**src/rtl/irq_route_pkg.sv**
```systemverilog
package irq_route_pkg;

  // word indices (byte offset = 4 * index)
  localparam int W_NSTAT  = 0;
  localparam int W_FSTAT  = 1;
  localparam int W_PEND   = 2;
  localparam int W_ROUTE  = 3;
  localparam int W_EN_SET = 4;
  localparam int W_EN_CLR = 5;
  localparam int W_SW_SET = 6;
  localparam int W_SW_CLR = 7;
  localparam int W_LOCK   = 8;

  localparam int ID_COUNT = 8;
  localparam int ID_IDX_W = $clog2(ID_COUNT);

  typedef struct packed {
    logic rd_nstat;
    logic rd_fstat;
    logic rd_pend;
    logic rd_route;
    logic rd_en;
    logic rd_sw;
    logic rd_lock;
    logic rd_id;
    logic wr_route;
    logic wr_en_set;
    logic wr_en_clr;
    logic wr_sw_set;
    logic wr_sw_clr;
    logic wr_lock;
    logic hit;
  } acc_dec_t;

  function automatic logic [7:0] id_byte(input logic [ID_IDX_W-1:0] idx);
    case (idx)
      3'd0:    id_byte = 8'h90;
      3'd1:    id_byte = 8'h11;
      3'd2:    id_byte = 8'h04;
      3'd3:    id_byte = 8'h00;
      3'd4:    id_byte = 8'h0D;
      3'd5:    id_byte = 8'hF0;
      3'd6:    id_byte = 8'h05;
      default: id_byte = 8'hB1;
    endcase
  endfunction

endpackage

```
**src/rtl/irq_addr_dec.sv**
```systemverilog
module irq_addr_dec
  import irq_route_pkg::*;
#(
  parameter int ADDR_W = 12
) (
  input  logic [ADDR_W-1:0]   addr_i,
  input  logic                we_i,
  output acc_dec_t            dec_o,
  output logic [ID_IDX_W-1:0] id_idx_o
);

  localparam int WW = ADDR_W - 2;
  // identification words occupy the top of the window
  localparam logic [WW-1:0] ID_BASE = WW'((2 ** WW) - ID_COUNT);

  logic [WW-1:0] word;
  logic          aligned;

  assign word     = addr_i[ADDR_W-1:2];
  assign aligned  = (addr_i[1:0] == 2'b00);
  assign id_idx_o = word[ID_IDX_W-1:0];

  always_comb begin
    dec_o = '0;
    if (aligned) begin
      if (we_i) begin
        dec_o.wr_route  = (word == WW'(W_ROUTE));
        dec_o.wr_en_set = (word == WW'(W_EN_SET));
        dec_o.wr_en_clr = (word == WW'(W_EN_CLR));
        dec_o.wr_sw_set = (word == WW'(W_SW_SET));
        dec_o.wr_sw_clr = (word == WW'(W_SW_CLR));
        dec_o.wr_lock   = (word == WW'(W_LOCK));
        // word 0 is read-only: accepted, no effect
        dec_o.hit = (word == WW'(W_NSTAT)) | dec_o.wr_route | dec_o.wr_en_set |
                    dec_o.wr_en_clr | dec_o.wr_sw_set | dec_o.wr_sw_clr |
                    dec_o.wr_lock;
      end else begin
        dec_o.rd_nstat = (word == WW'(W_NSTAT));
        dec_o.rd_fstat = (word == WW'(W_FSTAT));
        dec_o.rd_pend  = (word == WW'(W_PEND));
        dec_o.rd_route = (word == WW'(W_ROUTE));
        dec_o.rd_en    = (word == WW'(W_EN_SET));
        dec_o.rd_sw    = (word == WW'(W_SW_SET));
        dec_o.rd_lock  = (word == WW'(W_LOCK));
        dec_o.rd_id    = (word >= ID_BASE);
        dec_o.hit = dec_o.rd_nstat | dec_o.rd_fstat | dec_o.rd_pend |
                    dec_o.rd_route | dec_o.rd_en | dec_o.rd_sw |
                    dec_o.rd_lock | dec_o.rd_id;
      end
    end
  end

endmodule

```
**src/rtl/irq_src_capture.sv**
```systemverilog
module irq_src_capture #(
  parameter int NUM_SRC = 32
) (
  input  logic               clk_i,
  input  logic               rst_ni,
  input  logic [NUM_SRC-1:0] src_i,
  output logic [NUM_SRC-1:0] raw_o
);

  for (genvar i = 0; i < NUM_SRC; i++) begin : g_src
    always_ff @(posedge clk_i or negedge rst_ni) begin
      if (!rst_ni) raw_o[i] <= 1'b0;
      else         raw_o[i] <= src_i[i];
    end
  end

endmodule

```
**src/rtl/irq_cfg_regs.sv**
```systemverilog
module irq_cfg_regs
  import irq_route_pkg::*;
#(
  parameter int NUM_SRC = 32,
  parameter int DATA_W  = 32
) (
  input  logic               clk_i,
  input  logic               rst_ni,
  input  logic               acc_i,
  input  acc_dec_t           dec_i,
  input  logic [DATA_W-1:0]  wdata_i,
  output logic [NUM_SRC-1:0] en_o,
  output logic [NUM_SRC-1:0] sw_o,
  output logic [NUM_SRC-1:0] route_o,
  output logic               lock_o
);

  logic [NUM_SRC-1:0] wd;
  assign wd = wdata_i[NUM_SRC-1:0];

  always_ff @(posedge clk_i or negedge rst_ni) begin
    if (!rst_ni) begin
      en_o    <= '0;
      sw_o    <= '0;
      route_o <= '0;
      lock_o  <= 1'b0;
    end else if (acc_i) begin
      if (dec_i.wr_en_set) en_o    <= en_o | wd;
      if (dec_i.wr_en_clr) en_o    <= en_o & ~wd;
      if (dec_i.wr_sw_set) sw_o    <= sw_o | wd;
      if (dec_i.wr_sw_clr) sw_o    <= sw_o & ~wd;
      if (dec_i.wr_route)  route_o <= wd;
      if (dec_i.wr_lock)   lock_o  <= wdata_i[0];
    end
  end

endmodule

```
**src/rtl/irq_status_calc.sv**
```systemverilog
module irq_status_calc #(
  parameter int NUM_SRC = 32
) (
  input  logic [NUM_SRC-1:0] raw_i,
  input  logic [NUM_SRC-1:0] sw_i,
  input  logic [NUM_SRC-1:0] en_i,
  input  logic [NUM_SRC-1:0] route_i,
  output logic [NUM_SRC-1:0] pend_o,
  output logic [NUM_SRC-1:0] nstat_o,
  output logic [NUM_SRC-1:0] fstat_o,
  output logic               fast_o
);

  assign pend_o  = raw_i | sw_i;
  assign nstat_o = pend_o & en_i & ~route_i;
  assign fstat_o = pend_o & route_i;
  assign fast_o  = |fstat_o;

endmodule

```
**src/rtl/irq_route_top.sv**
```systemverilog
module irq_route_top
  import irq_route_pkg::*;
#(
  parameter int NUM_SRC = 32,
  parameter int DATA_W  = 32,
  parameter int ADDR_W  = 12
) (
  input  logic               clk_i,
  input  logic               rst_ni,
  input  logic [NUM_SRC-1:0] src_i,
  input  logic               bus_sel_i,
  input  logic               bus_we_i,
  input  logic [ADDR_W-1:0]  bus_addr_i,
  input  logic [DATA_W-1:0]  bus_wdata_i,
  output logic [DATA_W-1:0]  bus_rdata_o,
  output logic               bus_err_o,
  output logic [NUM_SRC-1:0] norm_status_o,
  output logic               fast_irq_o
);

  acc_dec_t            dec;
  logic [ID_IDX_W-1:0] id_idx;
  logic [NUM_SRC-1:0]  raw_w, en_w, sw_w, route_w, pend_w, fstat_w;
  logic                lock_w;
  logic [DATA_W-1:0]   rd_d;

  irq_addr_dec #(.ADDR_W(ADDR_W)) u_dec (
    .addr_i   (bus_addr_i),
    .we_i     (bus_we_i),
    .dec_o    (dec),
    .id_idx_o (id_idx)
  );

  irq_src_capture #(.NUM_SRC(NUM_SRC)) u_cap (
    .clk_i  (clk_i),
    .rst_ni (rst_ni),
    .src_i  (src_i),
    .raw_o  (raw_w)
  );

  irq_cfg_regs #(.NUM_SRC(NUM_SRC), .DATA_W(DATA_W)) u_cfg (
    .clk_i   (clk_i),
    .rst_ni  (rst_ni),
    .acc_i   (bus_sel_i),
    .dec_i   (dec),
    .wdata_i (bus_wdata_i),
    .en_o    (en_w),
    .sw_o    (sw_w),
    .route_o (route_w),
    .lock_o  (lock_w)
  );

  irq_status_calc #(.NUM_SRC(NUM_SRC)) u_calc (
    .raw_i   (raw_w),
    .sw_i    (sw_w),
    .en_i    (en_w),
    .route_i (route_w),
    .pend_o  (pend_w),
    .nstat_o (norm_status_o),
    .fstat_o (fstat_w),
    .fast_o  (fast_irq_o)
  );

  always_comb begin
    rd_d = '0;
    if (dec.rd_nstat) rd_d = DATA_W'(norm_status_o);
    if (dec.rd_fstat) rd_d = DATA_W'(fstat_w);
    if (dec.rd_pend)  rd_d = DATA_W'(pend_w);
    if (dec.rd_route) rd_d = DATA_W'(route_w);
    if (dec.rd_en)    rd_d = DATA_W'(en_w);
    if (dec.rd_sw)    rd_d = DATA_W'(sw_w);
    if (dec.rd_lock)  rd_d = DATA_W'(lock_w);
    if (dec.rd_id)    rd_d = DATA_W'(id_byte(id_idx));
  end

  always_ff @(posedge clk_i or negedge rst_ni) begin
    if (!rst_ni) begin
      bus_rdata_o <= '0;
      bus_err_o   <= 1'b0;
    end else begin
      bus_err_o <= bus_sel_i & ~dec.hit;
      if (bus_sel_i && !bus_we_i) bus_rdata_o <= rd_d;
    end
  end

endmodule

```
**config.mk**
```make
export PLATFORM = sky130hd
export DESIGN_NAME = irq_route_top
export DESIGN_NICKNAME = d
export VERILOG_FILES = /design/src/rtl/irq_route_pkg.sv /design/src/rtl/irq_addr_dec.sv /design/src/rtl/irq_src_capture.sv /design/src/rtl/irq_cfg_regs.sv /design/src/rtl/irq_status_calc.sv /design/src/rtl/irq_route_top.sv
export SDC_FILE = /design/constraint.sdc
export NUM_CORES = 1
export LEC_CHECK = 0
export ABC_CLOCK_PERIOD_IN_PS = 3050
export BUFFER_PORTS_ARGS = -buffer_cell sky130_fd_sc_hd__buf_2
export CAP_MARGIN = 25
export CORE_MARGIN = 4
export CORE_UTILIZATION = 35
export DETAILED_ROUTE_END_ITERATION = 6
export MAX_ROUTING_LAYER = met4
export PLACE_DENSITY = 0.61
export SYNTH_ARGS = -nofsm -noshare
export SYNTH_HDL_FRONTEND = slang
export SYNTH_HIERARCHICAL = 1
export SYNTH_SLANG_ARGS = --single-unit
export TNS_END_PERCENT = 5
```
**constraint.sdc**
```tcl
create_clock -name clk_i -period 3.05 [get_ports clk_i]
set_clock_uncertainty 0.1 [all_clocks]
set_input_delay 0 -clock clk_i [delete_from_list [all_inputs] [get_ports clk_i]]
set_output_delay 0 -clock clk_i [all_outputs]
set_load 0.05 [all_outputs]
```
After elaboration in Yosys (flattened, before gate mapping)
Cells that the tools add are included.

Bits in registers: 162. Latch bits: 0. Memory bits (writable): 0. ROM bits: 0. Input bits: 80. Output and inout bits: 66. Word-level logic and storage cells: 107. Memories: 0.

Add/sub/neg operators: 0. $mul: 0. Div/mod/pow operators: 0. Order comparisons: 1. Equality and inequality tests: 14. Shift operators: 0. Mux-type cells: 17. Bitwise logic cells: 25. Reduce and logical (&&, ||, !) cells: 12.

Operator list (number): two-way mux 32 bit (12); bitwise AND 32 bit (5); OR 32 bit (3); NOT 32 bit (2); case mux 8 bit (7 select lines) (1); equality test 10 x 3 -> 1 bit, second input constant (4); OR reduction 32 bit (1); equality test 10 x 2 -> 1 bit, second input constant (2); two-way mux 15 bit (1); OR 1 bit (13); equality test 10 x 1 -> 1 bit, second input constant (1); equality test 10 x 4 -> 1 bit, second input constant (1); greater-or-equal comparator 10 bit, second input constant (1); logical NOT 10 bit (1); equality test 3 bit, second input constant (3); two-way mux 8 bit (1); AND reduction 2 bit (4); equality test 3 x 2 -> 1 bit, second input constant (2); two-way mux 6 bit (1); nonzero test 2 bit (2); equality test 3 x 1 -> 1 bit, second input constant (1); logical NOT 3 bit (1); logical NOT 2 bit (1); bitwise AND 1 bit (1); 4 further kinds (4).

Logic depth before layout (Yosys ltp)
Depth after elaboration: 18. Gate-level depth with buffers: 10. Gate-level depth less buffers: 7.

By module
The synthesis kept the hierarchy.

By module, submodules not included: irq_cfg_regs (instances 1, cells each 289, area each 3734.8 µm², sequential area each 2427.3 µm²); irq_route_top (instances 1, cells each 331, area each 2807.7 µm², sequential area each 825.8 µm²); irq_src_capture (instances 1, cells each 32, area each 800.8 µm², sequential area each 800.8 µm²); irq_status_calc (instances 1, cells each 107, area each 797.0 µm², sequential area each 0.0 µm²); irq_addr_dec (instances 1, cells each 50, area each 275.3 µm², sequential area each 0.0 µm²).

Worst setup path after synthesis
No wires, ideal clock.

Path type: input-to-reg. Start: input port bus_addr_i[7]. End: register bus_rdata_o[1]. Setup time: 0.129 ns. Arrival: 1.770 ns. Data required time: 2.821 ns. Path slack: 1.051 ns. Stages on the path: 9. Path buffers: 2. Cells stage by stage: nor4_2 > nand2_1 > nor3_1 > buf_6 > nor2b_4 > buf_6 > a221o_1 > a221oi_1 > o31ai_1.

RTL lines: from (decl) (RTL line irq_route_top.sv:13) `input logic [ADDR_W-1:0] bus_addr_i,`; to (signal assigned) (RTL line irq_route_top.sv:82) `if (bus_sel_i && !bus_we_i) bus_rdata_o <= rd_d;`; to (decl) (RTL line irq_route_top.sv:15) `output logic [DATA_W-1:0] bus_rdata_o,`.

==> flow_summary.yaml <==
floorplan:
  core-area_um2: 23500
  fp.dieArea_um2: 26600
  start_util_pct: 35.7
  placementRows: 56
  ios: 146
  die_h_um: 163
  die_w_um: 163
timing:
  post-route-period-util_pct: 92.0
  fmax_mhz: 356
  timing.hold.ws_ns: -0.0116
  tightest_slew_ns: 0.628
  slew_viol_final: 0
  rsz0062_at_grt: "no"
  tns_ns: 0
  setup_viol: 0
  maxSlewHeadroom_pct: 57.8
  hold_violations: 1
  timing.final.crit_period_ns: 2.81
layout:
  seq_area_um2: 4050
  drive_above_1_share_pct: 22.6
  finalNetCount: 1078
  area_delta_synth_final_pct: 28.4
  stdcell_area_um2: 10800
  fin_cells: 1332
  final_core_util_pct: 45.9
  fillers: 2269
  multi_input_area_um2: 3920
detailed_routing:
  via_per_inst: 5.77
  ant_nets: 0
  drc_errors: 0
  drt_iter0_drc: 798
  drt-pass1-iter-count: 6
  num_vias: 7686
  wirelength_um: 26800
  wl_per_cell_um: 20.1
worst_setup_path:
  arrival_ns: 3.03
  end_kind: "flop"
  start_kind: "input port"
  path_max_fanout: 14
  critPathKind: "input port to flop"
  regToRegSetupSlack_ns: 1.25
  crit_required_ns: 3.27
clock_network:
  cts_max_path_buffers: 2
  clock_sinks: 162
  root_buffer: "clkbuf_16"
  clkTransAtPathRegs_ns: 0.06
  clock_latency_ns: 0.42
  cts_tree: "yes"
  postCtsResizedCells: 0
  numCtsBuffers: 17
  htreeDepth: 4
synthesis:
  synth_area_per_cell_um2: 10.4
  synth_top_flop_cell: "dfrtp_1"
  synth_seq_area_share_pct: 48.2
  yosysTopAreaCell: "dfrtp_1"
  ys_ff_latch: 162
  synth-edff-count: 0
  synth_nets: 889
  async_flop_share_pct: 100
  synth_cells: 809
  yosysUniqueCellTypes: 53
  syn_area_um2: 8420
  yosys-top-cells-area: "dfrtp_1, a31oi_1, mux2_1"
  synth_top_area_share_pct: 48.2
  ys_warn_count: 6
power:
  total_power_w: 0.00463
  power_leakage_nw: 5.03
  ir_worst_vdd_mv: 0.326
  powerDensity_nw_per_um2: 428
global_route:
  grt_pass1_vias: 7331
  grt_max_degree: 114
  antenna_found_initial: 2
  grt_usage_pct: 20.6
  grt_overflow: 0
  grt_pass1_wl_um: 41500
place:
  routabilityCongestion: 0.842
  dp.cells: 1223
  hpwl_um: 16900
  io_buffers: 145
  placed_area_um2: 9450
worst_hold_path:
  hold_class: "input port to flop"
flow_run:
  maxCapViolations: 0
status:
  status: "finished, violations left"
  violations: "negative hold slack"
[repair_timing]
item / CTS / global route
buffers inserted: 0 / 0
hold buffers: 73 / 0
hold endpoints to repair: 226 / 0
[logic make-up (layout without fill, tap and decap cells)]
group	after synthesis	after routing	share of synthesized area, %
flip-flops	162	162	48.2
other	0	2	0
AO/OA/AOI/OAI	334	334	28.2
buffers and inverters	104	306	5.74
AND/OR/NAND/NOR	172	172	13.0
XOR/XNOR	2	2	0.208
multiplexers	35	35	4.67
[final timing paths]
check                           depth (start not counted)           from                 to
worst min-delay path                                    5  bus_addr_i[9]          bus_err_o
worst max-delay path                                   11  bus_addr_i[0]     bus_rdata_o[9]
worst max register to register                          5           flop     bus_rdata_o[4]
max in group asynchronous                               4         rst_ni  u_cfg/route_o[31]
worst min register to register                          1   u_cfg/lock_o       u_cfg/lock_o
min in group asynchronous                               3         rst_ni     u_cap/raw_o[2]
[where the power goes]
part           total (W)  leakage, nW  internal (W)  switching, W
combinational   0.000374         2.57      0.000154      0.000220
sequential       0.00220         2.18       0.00218     0.0000212
clock            0.00205        0.281       0.00116      0.000892
total            0.00463         5.03       0.00349       0.00113
[final cells by class]
class                   count  area share [%]
diodes                      2          0.0463
inverters                  31            1.08
clock buffers              23            4.61
clock inverters             9           0.648
repair buffers            243            16.1
well taps                 319            3.69
multi-input cells         543            36.3
flip-flops and latches    162            37.5
[cells in the mapped netlist (3+ instances only)]
library cell  instances
dfrtp_1             162
a31oi_1             129
clkbuf_1             38
a21oi_1              37
and3b_1              32
inv_1                31
o21a_1               31
or2_1                31
mux2_1               30
nor2b_1              29
a221oi_1             28
o31ai_1              28
a221o_1              26
a22oi_1              25
buf_2                23
nor2_1               21
nand2_1              11
nor4_1                9
nor3_1                8
buf_4                 7
nand4_1               7
o22ai_1               7
o21ai_0               6
buf_6                 5
nand3_1               5
mux2_2                4
a211oi_1              3
a221oi_2              3
nand2b_1              3
or2_2                 3
[metrics by stage]
step	hold slack, ns	worst slack, ns
after floorplan	-0.396	1.05
after global placement	0.00809	0.447
after detailed placement	0.00934	0.368
after CTS	0.00324	0.281
after global routing	0.0540	0.0308
final	-0.0116	0.244
[critical path: stages]
cell           delay, ns
dlygate4sd3_1       0.52
buf_2               0.10
nor2_1              0.07
dlygate4sd3_1       0.60
inv_1               0.11
nor4_1              0.06
buf_4               0.16
nor2_1              0.37
nand3_2             0.45
buf_4               0.33
o31ai_1             0.25
[layout by cell type, fill, tap and decap left out, types with 3 or more instances in the layout]
master and instances:
nor3_1 6, a221oi_1 28, nand2_1 10, buf_12 4, nor2_1 15, nor2_2 3, o21ai_0 6, a22oi_1 25
a221oi_2 3, o31ai_1 28, buf_2 143, and3b_1 32, mux2_2 4, o22ai_1 7, buf_4 20, a211oi_1 3
clkbuf_16 17, nor4_1 9, a21oi_1 37, dlygate4sd3_1 73, dfrtp_1 162, o21a_1 31, mux2_1 30, clkinv_4 3
inv_6 3, or2_2 3, or2_1 31, a31oi_1 129, a221o_1 26, inv_1 31, nor2_4 3, nand4_1 7
nand3_1 5, clkbuf_8 5, nor2b_1 29
[per-layer routing]
metal  vias up  GRT usage (%)  routed length (um)
li1       3542              -                   -
met1      3797           28.1               12100
met2       309           31.7               12500
met3        38           3.76                1780
met4         0           5.87                 500
met5         -              -                   0
Note: power is estimated with default switching activity, not from simulation.
